<file path="config.mk">
export PLATFORM = sky130hd
export DESIGN_NAME = psw_reg
export DESIGN_NICKNAME = d
export VERILOG_FILES = /design/src/rtl/psw_pkg.sv /design/src/rtl/psw_fn_decode.sv /design/src/rtl/psw_addr_match.sv /design/src/rtl/psw_reg.sv
export SDC_FILE = /design/constraint.sdc
export NUM_CORES = 1
export LEC_CHECK = 0
export BUFFER_PORTS_ARGS = -buffer_cell sky130_fd_sc_hd__buf_4
export CAP_MARGIN = 30
export CORE_MARGIN = 3
export CORE_UTILIZATION = 30
export CTS_CLUSTER_DIAMETER = 100
export DETAILED_ROUTE_END_ITERATION = 7
export PLACE_DENSITY = 0.72
export SLEW_MARGIN = 15
export SYNTH_ARGS = -nofsm -noshare
export SYNTH_HDL_FRONTEND = slang
export SYNTH_HIERARCHICAL = 1
export SYNTH_SLANG_ARGS = --single-unit
</file>
<file path="constraint.sdc">
create_clock -name clk -period 4.7 [get_ports clk]
set_clock_uncertainty 0.2 [all_clocks]
set_input_delay 0.47 -clock clk [delete_from_list [all_inputs] [get_ports clk]]
set_output_delay 0.47 -clock clk [all_outputs]
set_load 0.005 [all_outputs]
</file>
<file path="src/rtl/psw_pkg.sv">
package psw_pkg;

    localparam int FN_W   = 4;
    localparam int FLAG_N = 4;

    typedef enum logic [FN_W-1:0] {
        FN_NOP   = 4'd0,
        FN_ADD   = 4'd1,
        FN_PASSA = 4'd2,
        FN_PASSB = 4'd3,
        FN_NOTB  = 4'd4,
        FN_AND   = 4'd5,
        FN_OR    = 4'd6,
        FN_ZERO  = 4'd7,
        FN_MONE  = 4'd8,
        FN_ONE   = 4'd9,
        FN_INC   = 4'd10,
        FN_DEC   = 4'd11,
        FN_SUB   = 4'd12,
        FN_CMP   = 4'd13,
        FN_RES14 = 4'd14,
        FN_RES15 = 4'd15
    } alu_fn_e;

    // Bit 0 is N, bit 4 is I.
    typedef struct packed {
        logic i;
        logic c;
        logic v;
        logic z;
        logic n;
    } flags_t;

    localparam logic [FLAG_N-1:0] MASK_NZVC = 4'b1111;
    localparam logic [FLAG_N-1:0] MASK_NZV  = 4'b0111;
    localparam logic [FLAG_N-1:0] MASK_NZ   = 4'b0011;
    localparam logic [FLAG_N-1:0] MASK_NONE = 4'b0000;

endpackage

</file>
<file path="src/rtl/psw_fn_decode.sv">
module psw_fn_decode
    import psw_pkg::*;
(
    input  logic [FN_W-1:0]   fn,
    output logic [FLAG_N-1:0] wr_mask
);
    alu_fn_e fn_e;
    assign fn_e = alu_fn_e'(fn);

    always_comb begin
        unique case (fn_e)
            FN_ADD, FN_NOTB, FN_INC, FN_DEC, FN_SUB, FN_CMP:
                wr_mask = MASK_NZVC;
            FN_AND, FN_OR:
                wr_mask = MASK_NZV;
            FN_PASSA, FN_PASSB, FN_ZERO, FN_MONE, FN_ONE:
                wr_mask = MASK_NZ;
            default:
                wr_mask = MASK_NONE;
        endcase
    end
endmodule

</file>
<file path="src/rtl/psw_addr_match.sv">
module psw_addr_match #(
    parameter int                ADDR_W   = 8,
    parameter logic [ADDR_W-1:0] MAP_ADDR = 8'hC8
) (
    input  logic [ADDR_W-1:0] addr,
    input  logic              we,
    output logic              rd_sel,
    output logic              wr_sel
);
    always_comb begin
        rd_sel = (addr == MAP_ADDR);
        wr_sel = rd_sel && we;
    end
endmodule

</file>
<file path="src/rtl/psw_reg.sv">
module psw_reg
    import psw_pkg::*;
#(
    parameter int                ADDR_W   = 8,
    parameter int                DATA_W   = 8,
    parameter logic [ADDR_W-1:0] PSW_ADDR = 8'hC8
) (
    input  logic              clk,
    input  logic              rst,
    input  logic [FN_W-1:0]   alu_fn,
    input  logic [FLAG_N-1:0] alu_nzvc,
    input  logic              irq,
    input  logic [ADDR_W-1:0] bus_addr,
    input  logic [DATA_W-1:0] bus_wdata,
    input  logic              bus_we,
    output logic [DATA_W-1:0] bus_rdata,
    output logic [DATA_W-1:0] psw_o
);
    localparam int ST_W  = $bits(flags_t);
    localparam int PAD_W = DATA_W - ST_W;

    typedef struct packed {
        flags_t flags;
    } state_t;

    state_t            st_d, st_q;
    logic [FLAG_N-1:0] wr_mask;
    logic              rd_sel, wr_sel;
    logic [ST_W-1:0]   flat_q;

    psw_fn_decode u_dec (
        .fn      (alu_fn),
        .wr_mask (wr_mask)
    );

    psw_addr_match #(
        .ADDR_W   (ADDR_W),
        .MAP_ADDR (PSW_ADDR)
    ) u_match (
        .addr   (bus_addr),
        .we     (bus_we),
        .rd_sel (rd_sel),
        .wr_sel (wr_sel)
    );

    always_comb begin
        logic [ST_W-1:0] nxt;
        nxt = st_q.flags;
        if (wr_sel) begin
            nxt = bus_wdata[ST_W-1:0];
        end else begin
            for (int k = 0; k < FLAG_N; k++) begin
                if (wr_mask[k]) nxt[k] = alu_nzvc[k];
            end
            if (irq) nxt[ST_W-1] = 1'b1;
        end
        st_d.flags = flags_t'(nxt);
    end

    always_ff @(posedge clk) begin
        if (rst) st_q <= '0;
        else     st_q <= st_d;
    end

    assign flat_q = st_q.flags;

    generate
        if (PAD_W > 0) begin : g_pad
            assign psw_o = {{PAD_W{1'b0}}, flat_q};
        end else begin : g_nopad
            assign psw_o = flat_q[DATA_W-1:0];
        end
    endgenerate

    assign bus_rdata = rd_sel ? psw_o : '0;

endmodule

</file>
==> flow_summary_export.csv, run 1 <==
group,metric,value,unit
status,status,"complete, no violations",
placed_design,hpwl,890,µm
clock_tree,cts-hold-fix-buffers,0,
yosys,synth_area_per_cell,8.45,µm²
worst_setup_path,crit_path_end_kind,"output port",
route,drc_errors,0,
clock_tree,clkLatencyLatePin,0.24,ns
timing,fmax,428,MHz
yosys,yosysTopAreaCellShare,0.242,
yosys,yosysTopAreaCell,"dfxtp_1",
worst_setup_path,arrival,1.67,ns
yosys,synth_seq_cells,5,
timing,fin_crit_sh,0.497,
timing,setup_slack,2.36,ns
placed_design,dp.cells,95,
global_routing,grt_pass1_vias,419,
finish,drive_gt1_frac,0.459,
floorplan,core_region_area,1200,µm²
floorplan,die_area,1860,µm²
pwr,p_int,0.102,mW
flow_run,cap_viol_max_count,0,
route,ant_nets,0,
clock_tree,htreeDepth,1,
finish,diodes,0,
yosys,synth-seq-area-share,0.242,
route,viasPerCell,4.62,
global_routing,antenna_found_initial,0,
pwr,sequentialPowerShare,0.354,
pwr,ir_drop,0.000107,V
pwr,p_clk_frac,0.378,
global_routing,track_usage,0.112,
clock_tree,numCtsBuffers,3,
timing,rsz0062_at_grt,"no",
clock_tree,clockBufferDepth,2,
worst_hold_path,hold_path_class,"input port to flop",
worst_setup_path,required,4.03,ns
route,firstDrtPassIters,1,
timing,setup_tns,0,ns
pwr,p_comb_frac,0.268,
clock_tree,cts.repair.resized,0,
yosys,ys_types,22,
route,routedWlPerCell,10.3,µm
floorplan,io_pins,44,
floorplan,fp.dieW,43.2,µm
timing,drv_slew,0,
yosys,syn_area,414,µm²
pwr,p_per_area,198,nW/µm²
placed_design,place_ws,2.33,ns
clock_tree,cts_tree,"done",
clock_tree,clk_pin_slew,0.05,ns
global_routing,grt_pass1_wl,1.57,mm
route,num_vias,457,
worst_setup_path,path_class,"input port to output port",
pwr,p_leak,0.347,nW
clock_tree,clock_sinks,5,
yosys,synth.area.top_cells,"dfxtp_1 (24%), buf_4 (13%), mux2i_1 (9.7%), and2_1 (7.6%), nor2b_1 (7.6%)",
yosys,syn_inst,49,
clock_tree,cts_root_buffer,"clkbuf_4",
placed_design,io_buffers,34,
finish,final_nets,115,
worst_setup_path,worst_setup_path_start_kind,"input port",
yosys,ys_warn_count,6,
finish,syn_to_final_growth,64.0,%
route,drt-total-wl,1.02,mm
placed_design,gp_congestion,0.669,
route,first_iter_violations,0,
pwr,switching_share,0.245,
timing,setup_viol,0,
finish,largest_register_ffs,5,
clock_tree,cts_setup_buffers,0,
timing,post-route-min-period,2.34,ns
floorplan,chipHeight,43.2,µm
floorplan,rows,12,
floorplan,start_util,0.345,
global_routing,grt.overflow.total,0,
global_routing,grt_max_degree,8,
pwr,switchingPower,0.0330,mW
pwr,total_power,0.135,mW
timing,hold_viol,0,
worst_setup_path,critPathMaxFanout,5,
finish,fin_cells,99,
timing,fin_hold_ws,0.224,ns
## worst max-delay path, stage by stage
cell and delay [ns]:
buf_4 0.11, or4_4 0.53, nor2_1 0.28, and2_1 0.18
buf_4 0.11
## cells by family after synthesis
kind of cell | after synthesis | synth area share
multiplexers | 4 | 0.0967
XOR/XNOR | 1 | 0.0212
flip-flops | 5 | 0.242
AND/OR/NAND/NOR | 21 | 0.332
other | 1 | 0.00905
buffers and inverters | 9 | 0.145
adder cells (fa/ha/maj) | 1 | 0.0302
AO/OA/AOI/OAI | 7 | 0.124
## power groups by stage
| stage | logic [mW] | registers [mW] | clock network, mW |
|---|---|---|---|
| CTS | 0.0364 | 0.0477 | 0.0527 |
| finish | 0.0361 | 0.0476 | 0.0509 |
| floorplan | 0.0168 | 0.0486 | 0 |
| global placement | 0.0357 | 0.0484 | 0 |
| global route | 0.0399 | 0.0481 | 0.0548 |
| detailed placement | 0.0362 | 0.0484 | 0 |
## worst paths after layout
| path | from | to | slack (ns) | depth (start not counted) |
|---|---|---|---|---|
| setup reg to reg | psw_o[3]$_SDFFE_PP0P_ | psw_o[3]$_SDFFE_PP0P_ | 3.77 | 2 |
| setup / recovery | bus_addr[1] | bus_rdata[4] | 2.36 | 5 |
| hold / removal | rst | psw_o[0]$_SDFFE_PP0P_ | 0.22 | 2 |
| hold reg to reg | psw_o[0]$_SDFFE_PP0P_ | psw_o[0]$_SDFFE_PP0P_ | 0.37 | 2 |
## through the flow
stage,cell area (µm²),utilization
floorplan,433,-
global placement,653,0.544
detailed placement,653,0.544
CTS,679,0.566
global route,679,0.566
finish,679,0.566
## area by class of cell
| cell class | instances | area, µm² |
|---|---|---|
| fill | 118 | 522 |
| timing repair buffer | 34 | 255 |
| tap | 14 | 17.5 |
| inverter | 2 | 7.51 |
| clock buffer | 4 | 26.3 |
| sequential | 5 | 100 |
| multi-input combinational | 40 | 273 |
## metal layers
metal,GRT usage,share of wire
met2,0.183,0.48
met5,0,0
met4,0.0723,0.023
met3,0.0466,0.13
met1,0.117,0.36
## cells in the mapped netlist
library cell,n
nand2_1,1
nor3_2,1
nor3_1,2
xnor2_1,1
buf_4,7
nor2b_1,5
o31a_1,1
nor4_1,1
mux2i_1,4
nor2_1,1
a211oi_1,4
and2_1,5
ha_1,1
conb_1,1
nand4b_1,1
a21oi_1,1
or4_4,1
nand2b_1,1
inv_1,2
and2b_1,2
dfxtp_1,5
o31ai_1,1
## cell usage in the layout (no fill, tap or decap)
master / count
xnor2_1: 1
conb_1: 6
nand2_1: 1
dfxtp_1: 5
nor4_1: 1
clkbuf_4: 3
ha_1: 1
and2b_1: 2
nand2b_1: 1
nor3_2: 1
buf_4: 34
nor2_1: 1
inv_1: 2
nand4b_1: 1
a21oi_1: 1
and2_1: 5
clkbuf_1: 1
or4_4: 1
nor2b_1: 5
o31ai_1: 1
o31a_1: 1
a211oi_1: 4
mux2i_1: 4
nor3_1: 2
Note: power is estimated with default switching activity, not from simulation.
==> run 2, diff against run 1 <==
==> constraint.sdc (replaced) <==
create_clock -name clk -period 2.4 [get_ports clk]
set_clock_uncertainty 0.2 [all_clocks]
set_input_delay 0.24 -clock clk [delete_from_list [all_inputs] [get_ports clk]]
set_output_delay 0.24 -clock clk [all_outputs]
set_load 0.005 [all_outputs]
==> run 2 against run 1 <==
  * Sequential power up 96%
  * First-iteration DRC count stayed put
  * Non-clock buffer count increased by 1
  * Die area unchanged
  * Utilization grew 0.83 points
  * Register-to-register slack worse by 2.3 ns
  * Sequential share of layout area decreased by 0.21 points
  * Critical path type unchanged
  * Largest cell class unchanged
  * Highest routed layer unchanged
==> flow_summary_export.csv, run 2 (synthesis gave the netlist of run 1 again) <==
group,metric,value,unit
worst_setup_path,required,1.96,ns
pwr,p_per_area,384,nW/µm²
placed_design,io_buffers,34,
floorplan,start_util,0.345,
worst_setup_path,crit_top_cell,"buf_4",
worst_setup_path,cp_slowest_stage_delay,0.53,ns
route,viasPerCell,4.59,
pwr,p_leak,0.351,nW
worst_setup_path,cp_num_buf_inv,2,
clock_tree,cts_tree,"done",
flow_run,cap_viol_max_count,0,
timing,hold_viol,0,
worst_setup_path,crit_path_end_kind,"output port",
route,met1_length,372,µm
route,ant_nets,0,
timing,drv_slew,0,
route,routedWlPerCell,10.2,µm
worst_hold_path,hold_path_class,"input port to flop",
floorplan,core_region_area,1200,µm²
route,first_iter_violations,0,
status,status,"complete, no violations",
finish,diodes,0,
worst_setup_path,path_cells,"buf_4 > or4_4 > nor2_1 > and2_1 > buf_4",
clock_tree,clock_sinks,5,
finish,final_nets,116,
worst_setup_path,worst_setup_path_start_kind,"input port",
timing,rsz0062_at_grt,"no",
placed_design,placed_area,653,µm²
global_routing,grt_max_degree,8,
global_routing,track_usage,0.112,
finish,layout_common_cells,"buf_4 (34), conb_1 (6), and2_1 (5), nor2b_1 (5), dfxtp_1 (5)",
timing,fin_crit_sh,0.782,
timing,post-route-min-period,1.88,ns
finish,drive_gt1_frac,0.453,
route,met2_length,497,µm
route,firstDrtPassIters,1,
worst_setup_path,path_class,"input port to output port",
clock_tree,clk_pin_slew,0.05,ns
floorplan,chipHeight,43.2,µm
clock_tree,htreeDepth,1,
floorplan,die_area,1860,µm²
timing,fin_hold_ws,0.0908,ns
clock_tree,clockBufferDepth,2,
floorplan,io_pins,44,
finish,final_area,689,µm²
floorplan,rows,12,
timing,setup_slack,0.523,ns
worst_setup_path,crit_slowest_cell,"or4_4",
worst_setup_path,critPathMaxFanout,5,
global_routing,grt_pass1_vias,419,
placed_design,place_ws,0.485,ns
global_routing,grt_pass1_wl,1.57,mm
worst_setup_path,arrival,1.44,ns
route,route.met3.wl,128,µm
global_routing,antenna_found_initial,0,
timing,setup_tns,0,ns
clock_tree,clkLatencyLatePin,0.24,ns
timing,fmax,533,MHz
route,top_layer_used,"met4",
route,drt-total-wl,1.02,mm
clock_tree,cts_root_buffer,"clkbuf_4",
pwr,ir_drop,0.000216,V
global_routing,grt.overflow.total,0,
clock_tree,cts_setup_buffers,0,
finish,syn_to_final_growth,66.5,%
route,drc_errors,0,
clock_tree,numCtsBuffers,3,
finish,largest_register_ffs,5,
finish,final_common_cell,"buf_4",
floorplan,fp.dieW,43.2,µm
worst_setup_path,crit_family,"simple AND/OR/NAND/NOR gates",
route,num_vias,459,
placed_design,gp_congestion,0.669,
timing,setup_viol,0,
placed_design,hpwl,890,µm
run 2: final timing paths:
| kind | from | to | slack, ns | depth (start not counted) |
|---|---|---|---|---|
| max | bus_addr[1] | bus_rdata[4] | 0.52 | 5 |
| min | bus_wdata[4] | psw_o[4]$_SDFFE_PP0P_ | 0.09 | 3 |
| max reg2reg | psw_o[3]$_SDFFE_PP0P_ | psw_o[3]$_SDFFE_PP0P_ | 1.47 | 2 |
| min reg2reg | psw_o[0]$_SDFFE_PP0P_ | psw_o[0]$_SDFFE_PP0P_ | 0.37 | 2 |
run 2: power breakdown:
part           total, mW  switching [mW]  leakage (nW)  internal [mW]
clock network     0.0998          0.0368        0.0150         0.0630
logic             0.0719          0.0244         0.295         0.0475
registers         0.0933         0.00374        0.0415         0.0895
total              0.265          0.0649         0.351          0.200
run 2: repair_timing:
item / CTS / global route
endpoints found under the hold margin: 4 / 0
gates resized for setup: 0 / 0
hold buffers: 1 / 0
run 2: layer usage:
| layer | GRT usage | up-vias |
|---|---|---|
| met5 | 0 | - |
| met4 | 0.0723 | 0 |
| met2 | 0.183 | 28 |
| met1 | 0.117 | 197 |
| li1 | - | 231 |
| met3 | 0.0466 | 3 |
run 2: cell type report:
cell class,instances,area [µm²]
fillers,115,512
multi-input cells,40,273
repair buffers,35,265
flip-flops and latches,5,100
clock buffers,4,26.3
well taps,14,17.5
inverters,2,7.51
run 2: per-stage QoR:
stage / std cells / power, mW / util
floorplan: 54 / 0.128 / -
global placement: 95 / 0.165 / 0.544
detailed placement: 95 / 0.166 / 0.544
CTS: 100 / 0.269 / 0.574
global route: 100 / 0.281 / 0.574
finish: 100 / 0.265 / 0.574
run 2: worst register-to-register path, stage by stage (launching register included):
cell	delay [ns]
dfxtp_1	0.34
mux2i_1	0.08
a211oi_1	0.23
==> run 3, diff against run 2 <==
==> constraint.sdc (replaced) <==
create_clock -name clk -period 1.8 [get_ports clk]
set_clock_uncertainty 0.2 [all_clocks]
set_input_delay 0.18 -clock clk [delete_from_list [all_inputs] [get_ports clk]]
set_output_delay 0.18 -clock clk [all_outputs]
set_load 0.005 [all_outputs]
==> run 3 against run 2 <==
  * Via count did not move
  * Global-route usage rose by 0.68 points
  * Total power rose by 31%
  * Non-clock buffer count rose by 1
  * Count of clock-buffer cells in the layout did not move
==> flow_summary_export.csv, run 3 (synthesis gave the netlist of run 1 again) <==
group,metric,value,unit
status,status,"complete, no violations",
pwr,p_int,0.267,mW
route,routedWlPerCell,10.7,µm
placed_design,io_buffers,34,
worst_setup_path,r2r_cells,2,
pwr,p_comb_frac,0.277,
pwr,total_power,0.348,mW
pwr,p_per_area,497,nW/µm²
clock_tree,clock_sinks,5,
clock_tree,clockBufferDepth,2,
worst_setup_path,crit_path_end_kind,"output port",
route,drc_errors,0,
floorplan,rows,12,
route,viasPerCell,4.54,
clock_tree,htreeDepth,1,
placed_design,placed_area,661,µm²
clock_tree,cts_tree,"done",
worst_hold_path,hold_path_class,"input port to flop",
route,num_vias,459,
timing,drv_slew,0,
timing,post-route-min-period,1.68,ns
timing,setup_slack,0.120,ns
route,first_iter_violations,0,
floorplan,die_area,1860,µm²
worst_hold_path,holdPathEnd,"psw_o[4]$_SDFFE_PP0P_",
worst_setup_path,crit_top_cell,"buf_4",
finish,diodes,0,
pwr,p_clk_frac,0.364,
finish,drive_gt1_frac,0.471,
global_routing,antenna_found_initial,0,
placed_design,place_ws,0.0167,ns
global_routing,grt.overflow.total,0,
pwr,switching_share,0.234,
route,firstDrtPassIters,1,
floorplan,core_region_area,1200,µm²
floorplan,io_pins,44,
worst_setup_path,critPathMaxFanout,5,
clock_tree,clk_pin_slew,0.04,ns
timing,fmax,595,MHz
floorplan,chipHeight,43.2,µm
timing,fin_crit_sh,0.933,
floorplan,start_util,0.345,
worst_hold_path,min_from,"bus_wdata[4]",
placed_design,dp.cells,96,
floorplan,fp.dieW,43.2,µm
finish,final_common_cell,"buf_4",
pwr,switchingPower,0.0814,mW
worst_setup_path,arrival,1.30,ns
worst_setup_path,worst_setup_path_start_kind,"input port",
clock_tree,cts_root_buffer,"clkbuf_4",
flow_run,cap_viol_max_count,0,
global_routing,grt_pass1_vias,452,
placed_design,gp_congestion,0.668,
worst_setup_path,r2r_end,"psw_o[2]$_SDFFE_PP0P_",
worst_hold_path,whs_path_depth,3,
finish,final_area,699,µm²
finish,fin_cells,101,
timing,setup_viol,0,
clock_tree,cts_setup_buffers,0,
worst_setup_path,required,1.42,ns
worst_setup_path,crit_family,"simple AND/OR/NAND/NOR gates",
pwr,p_leak,0.356,nW
finish,fin_util,0.582,
timing,setup_tns,0,ns
worst_setup_path,path_class,"input port to output port",
finish,largest_register_ffs,5,
worst_setup_path,cp_num_buf_inv,2,
clock_tree,clkLatencyLatePin,0.24,ns
timing,rsz0062_at_grt,"no",
worst_setup_path,path_cells,"buf_4 > or4_4 > nor2_2 > and2_1 > buf_4",
placed_design,hpwl,933,µm
pwr,ir_drop,0.000299,V
global_routing,grt_pass1_wl,1.71,mm
route,drt-total-wl,1.08,mm
finish,syn_to_final_growth,68.9,%
finish,layout_common_cells,"buf_4 (35), conb_1 (6), and2_1 (5), nor2b_1 (5), dfxtp_1 (5)",
worst_setup_path,reg2reg_slack,0.83,ns
worst_setup_path,cp_slowest_stage_delay,0.53,ns
global_routing,track_usage,0.119,
finish,fillers,124,
finish,final_nets,117,
worst_setup_path,reg2reg_from,"psw_o[2]$_SDFFE_PP0P_",
timing,hold_viol,0,
global_routing,grt_max_degree,7,
clock_tree,numCtsBuffers,3,
timing,fin_hold_ws,0.0271,ns
route,ant_nets,0,
worst_setup_path,crit_slowest_cell,"or4_4",
pwr,sequentialPowerShare,0.359,
## run 3: cell types whose count changed in the layout (fill, tap and decap cells not counted), sizes merged
cell  change
buf       +1
## run 3: metal layers
| layer | global-route usage | routed length, µm | vias up |
|---|---|---|---|
| met5 | 0 | 0 | - |
| met4 | 0.0542 | 0 | 0 |
| met3 | 0.0169 | 113 | 0 |
| met2 | 0.221 | 573 | 25 |
| met1 | 0.129 | 391 | 199 |
| li1 | - | - | 235 |
## run 3: timing repair
action,CTS,global route
endpoints found under the hold margin,5,0
setup endpoints to repair,0,5
hold buffers,1,0
gates resized for setup,0,1
## run 3: worst max path at each step
stage	start	cells past startpoint	to	slack (ns)
3_5_place_dp	bus_addr[1]	5	bus_rdata[2]	0.02
6_report	bus_addr[1]	5	bus_rdata[4]	0.12
3_3_place_gp	bus_addr[1]	5	bus_rdata[0]	-0.001
2_1_floorplan	bus_addr[1]	4	psw_o[0]$_SDFFE_PP0P_	0.24
5_1_grt	bus_addr[1]	5	bus_rdata[3]	0.05
4_1_cts	bus_addr[1]	5	bus_rdata[2]	0.02
## run 3: cell type report
class	count	area (µm²)	area share
tap	14	17.5	0.0250
timing repair buffer	36	273	0.390
clock buffer	4	26.3	0.0376
multi-input combinational	40	275	0.394
sequential	5	100	0.143
inverter	2	7.51	0.0107
## run 3: power by group through the flow
stage / clock network, mW / registers, mW / logic [mW]
2_1_floorplan: 0 / 0.127 / 0.0440
3_3_place_gp: 0 / 0.126 / 0.0932
3_5_place_dp: 0 / 0.127 / 0.0950
4_1_cts: 0.132 / 0.125 / 0.0972
5_1_grt: 0.138 / 0.126 / 0.106
6_report: 0.127 / 0.125 / 0.0964
## run 3: worst min-delay path: stages
cell,delay (ns)
buf_4,0.08
nor2b_1,0.03
nor3_1,0.12
